### src/rtl/txw_fmt.sv
module txw_fmt #(
  parameter int DATA_W = 32,
  parameter int WORD_W = 40
) (
  input  logic              clk,
  input  logic              rst_n,
  input  logic              in_valid,
  input  logic [WORD_W-1:0] in_word,
  input  logic [1:0]        port_cfg,
  input  logic              odd_par,
  output logic              out_valid,
  output logic [DATA_W-1:0] out_data,
  output logic              out_start,
  output logic              out_par
);
  localparam int FLAG_BIT = WORD_W - 1;

  logic [DATA_W-1:0] port_mask;
  logic [DATA_W-1:0] next_data;
  logic              is_addr;

  always_comb begin
    unique case (port_cfg)
      2'b00:   port_mask = DATA_W'(1);
      2'b01:   port_mask = DATA_W'(3);
      default: port_mask = DATA_W'(7);
    endcase
  end

  assign is_addr   = in_word[FLAG_BIT];
  assign next_data = is_addr ? (in_word[DATA_W-1:0] & port_mask) : in_word[DATA_W-1:0];

  always_ff @(posedge clk) begin
    if (!rst_n) begin
      out_valid <= 1'b0;
      out_data  <= '0;
      out_start <= 1'b0;
      out_par   <= 1'b0;
    end else begin
      out_valid <= in_valid;
      if (in_valid) begin
        out_data  <= next_data;
        out_start <= is_addr;
        out_par   <= (^next_data) ^ odd_par;
      end else begin
        out_start <= 1'b0;
      end
    end
  end
endmodule

### config.mk
export PLATFORM = sky130hd
export DESIGN_NAME = txw_fmt
export DESIGN_NICKNAME = d
export VERILOG_FILES = /design/src/rtl/txw_fmt.sv
export SDC_FILE = /design/constraint.sdc
export NUM_CORES = 1
export LEC_CHECK = 0
export CORE_AREA = 4 4 66 68
export DETAILED_ROUTE_END_ITERATION = 6
export DIE_AREA = 0 0 70 72
export DONT_BUFFER_PORTS = 1
export GPL_ROUTABILITY_DRIVEN = 0
export PLACE_DENSITY = 0.56
export SYNTH_ARGS = -nofsm -noshare
export SYNTH_HDL_FRONTEND = slang
export SYNTH_SLANG_ARGS = --single-unit
### constraint.sdc
create_clock -name clk -period 1.9 [get_ports clk]
set_clock_uncertainty 0.2 [all_clocks]
set_input_delay 0.095 -clock clk [delete_from_list [all_inputs] [get_ports clk]]
set_output_delay 0.095 -clock clk [all_outputs]
set_load 0.05 [all_outputs]
# == Word level (Yosys, flattened, before mapping) ==
# Cells that the tools add are included.
# word_totals
ff_bits,35
out_inout_bits,35
# op_classes
n_eq_ne,1
n_mux,2
bitwise_logic,2
n_reduce_logical,3
# ops
op,count
32-bit bitwise AND,1
32-bit two-way mux,1
32-bit parity,1
3-bit case mux with 2 select lines,1
"2-bit by 1-bit equality test with 1-bit output, second input constant",1
2-bit zero test,1
2-bit AND reduction,1
1-bit bitwise XOR,1

# == Longest topological paths before layout ==
# depth
depth_word,6
depth_mapped,7
mapped_depth_nobuf,7

# == Worst setup path before layout ==
# Ideal clock, no wire load.
# synth_path
path_kind,input port to flip-flop
start,in in_word[10]
end,reg out_par
arrival_time_ns,1.093
path_slack_ns,0.479
cell_stages,7
path_buffers,0
cell_sequence,xnor2_1 xnor2_1 xnor2_1 nor2_1 xnor3_1 nand2_1 o211ai_1
# synth_between
elab_chain_len,4
# synth_lines
item,line,text
start: declaration,8,"input logic [WORD_W-1:0] in_word,"
32-bit bitwise AND,31,assign next_data = is_addr ? (in_word[DATA_W-1:0] & port_mask) : in_word[DATA_W-1:0];
32-bit two-way mux *,31,
32-bit parity *,44,out_par <= (^next_data) ^ odd_par;
1-bit bitwise XOR *,44,
end signal: assignment,44,
end: declaration,14,output logic out_par
# Every way passes the cells marked *; elsewhere a longest branch is shown, timed or not.
# A chain may end at the register's enable or synchronous reset.

# == Final worst setup path ==
# layout_path
start,in in_word[39]
end,reg out_data[1]
# layout_between
elab_chain_len,1
# layout_lines
item,line,text
32-bit two-way mux,31,
end signal: assignment,42,out_data <= next_data;
end: declaration,12,"output logic [DATA_W-1:0] out_data,"
# No other way between the ends.

==> results.md <==
* 70 um — Die Span X
* 41.9% — share of Yosys cell area claimed by the top area cell type
* 26.0% — simple-gate area share of the yosys netlist
* 0 — remaining antenna violation count
* in_word[39] — Critical path origin
* 5 — number of buffers inserted during clock tree synthesis
* 35 — Synth Register Bits
* 64.0% — post-layout utilization of the core
* completed — run status
* 14.4 um — average routed wire per standard cell
* 7290 um — wire length of the first global-routing pass
* 0 — antenna violations before repair
* out_data[0] — Critical R2R Launch
* 50 — starting DRC count in detailed routing
* in_valid — hold path start
* 72 um — vertical die dimension
* built — TritonCTS clock tree
* 1,456 — vias
* 35 — Sink Count
* register — Crit. End Element
* 0 — gr ovfl total
* clkbuf_8 — cell chosen for the clock root
* 701 um2 — flip-flop and latch area
* 4.73 — number of vias per cell
* 70 ps — clock-pin slew on the worst setup and hold paths
* 303 — Nets
* 0.00167 mm2 — post-synth design cell area
* dfxtp_1 — cell type with the largest total area after synthesis
* dfxtp_1, nor2b_1, xnor2_1 — largest cells by area after synthesis
* 18.3% — total routing usage reported by global routing
* 4 — detailed-router iteration count before antenna repair
* 571 MHz — maximum operating frequency
* 16.5% — parity-gate share of the synthesized area counting xor and xnor cells
* in2reg — HP Class
* 1,576 — number of global-route vias before repair
* 0 — DR DRC count
* 23 — Synth cell types
* 188 — number of cells produced by synthesis
* 0.00504 mm2 — die area
* 0.598% — post-synthesis mux area share
* 380 ps — R2R setup slack
* 43.4% — Starting Density
* 36 — maximum number of pins on one net before global-route repair
* 0 ps — final setup TNS
* 0 — IO buf count
* 280 ps — Clock Latency Late Sink
* 0.526 mV — worst voltage drop across the vdd grid
* 3 — cell depth of the worst min-delay path
* 805 mW/mm2 — pwr dens
* 1720 ps — CP arrival
* 0.000981 uW — Leakage Power
* 923 um2 — area taken by multi-input logic gates
* 4440 um — post-detailed-routing wire length
* 0 — Antenna Cells
* 1040 ps — transition time at the pin with the least slew margin
* in2reg — category of the critical setup timing path
* 81 — number of placed I/O pins
* 2910 um — DP Wirelength
* 2 — H-Tree Depth
* 2 — clock buffer depth
* 7 — critical-path maximum fanout
* 0 — YS warnings
* 234 — net count after synthesis
* 11.9% — area fraction in compound gates after synthesis
* 23 — # rows
* 0 — number of setup buffers added after CTS
* 324 — total of fill cells in the finished design
* 31.0% — headroom to the max-slew limit
* input pin — CP startpoint kind
* 1750 ps — post-layout minimum cycle time
* simple AND/OR/NAND/NOR gates — dominant combinational cell family by area after synthesis
* 0% — synthesized-area fraction occupied by adder cells
* false — RSZ-0062 raised after global routing
* 47.5% — growth of design area from synthesis to finish
* 92.1% — share of the clock period used by the worst path after layout
* 8.90 um2 — Avg Inst Size Synth
* 1860 ps — required time worst endpoint
* 0 — max-slew violation count
* 17.1% — fraction of layout instances using a drive strength above 1
* 41.9% — part of the Yosys area used for sequential elements
* 0.00386 mm2 — placeable core area
* 4 — Worst Reg2Reg Path Length in Cells
* 0 — Setup Viol. Count Final
* 0 — Max Cap Viol
* 0 — Final Hold Fails
kinds of logic after synthesis:
kind of cell           Yosys count
AND/OR/NAND/NOR                 72
flip-flops                      35
XOR/XNOR                        30
buffers and inverters           13
multiplexers                     1
AO/OA/AOI/OAI                   37
worst paths after layout:
kind	end
worst max-delay path	out_data[1]
worst min-delay path	out_data[6]
worst max register to register	out_data[0]
worst min register to register	out_data[2]
cell type report:
| cell class | instances | share of cell area (%) |
|---|---|---|
| clock buffer | 6 | 3.34 |
| clock inverter | 2 | 1.42 |
| timing repair buffer | 73 | 26.6 |
| tap | 50 | 2.53 |
| inverter | 2 | 0.304 |
| sequential | 35 | 28.4 |
| multi-input combinational | 140 | 37.4 |
cell usage in the layout, fill, tap and decap left out, types with 2 or more instances in the layout:
master / n
a21boi_0: 2
a21oi_1: 28
buf_4: 34
clkbuf_8: 6
dfxtp_1: 35
dlygate4sd3_1: 37
inv_1: 2
nand2_1: 3
nand2b_1: 3
nand3_1: 2
nor2_1: 2
nor2b_1: 57
o211ai_1: 3
o21ai_0: 3
xnor2_1: 25
xor2_1: 4
metrics by stage:
stage                     setup slack (ps)  instances  area (um2)  hold WS (ps)  power, uW
after global routing                  56.7        308        2470          90.0       2080
after global placement                 314        261        1950          20.7       1220
after floorplan                        479        188        1670          23.8       1160
after CTS                             88.2        308        2470          73.4       2020
after detailed placement               288        261        1950          23.6       1230
final                                  149        308        2470          83.9       1990
timing repair:
action | 4_1_cts | 5_1_grt
hold buffers | 39 | 0
setup endpoints to repair | 0 | 1
endpoints found under the hold margin | 35 | 0
resized for setup | 0 | 1
flip-flops by register name, summed over array words and instances, names as in the netlist:
signal and cells:
out_par 1, out_data 32, out_valid 1, out_start 1
worst max-delay path: stages:
cell	delay (ps)
dlygate4sd3_1	690
nand2b_1	120
o211ai_1	160
dlygate4sd3_1	560
a21boi_0	80
layer usage:
metal,global-route usage (%),routed length (um)
met4,5.11,40
met3,6.37,344
met1,21.3,1820
met2,32.1,2240
met5,0,0
cell usage after synthesis:
master	count
a21boi_0	2
a21oi_1	28
and2_1	1
and3_1	1
buf_1	2
buf_4	1
clkbuf_1	8
dfxtp_1	35
inv_1	2
mux2i_1	1
nand2_1	3
nand2b_1	3
nand3_1	2
nand3b_1	1
nor2_1	2
nor2b_1	58
nor3_1	1
o211ai_1	3
o21ai_0	3
o22ai_1	1
xnor2_1	25
xnor3_1	1
xor2_1	4
where the power goes:
| group | switching, uW | total, uW | internal (uW) |
|---|---|---|---|
| logic | 270 | 511 | 240 |
| registers | 24.0 | 794 | 770 |
| clock network | 259 | 683 | 424 |
| total | 553 | 1990 | 1430 |
(Power assumes the default switching activity.)
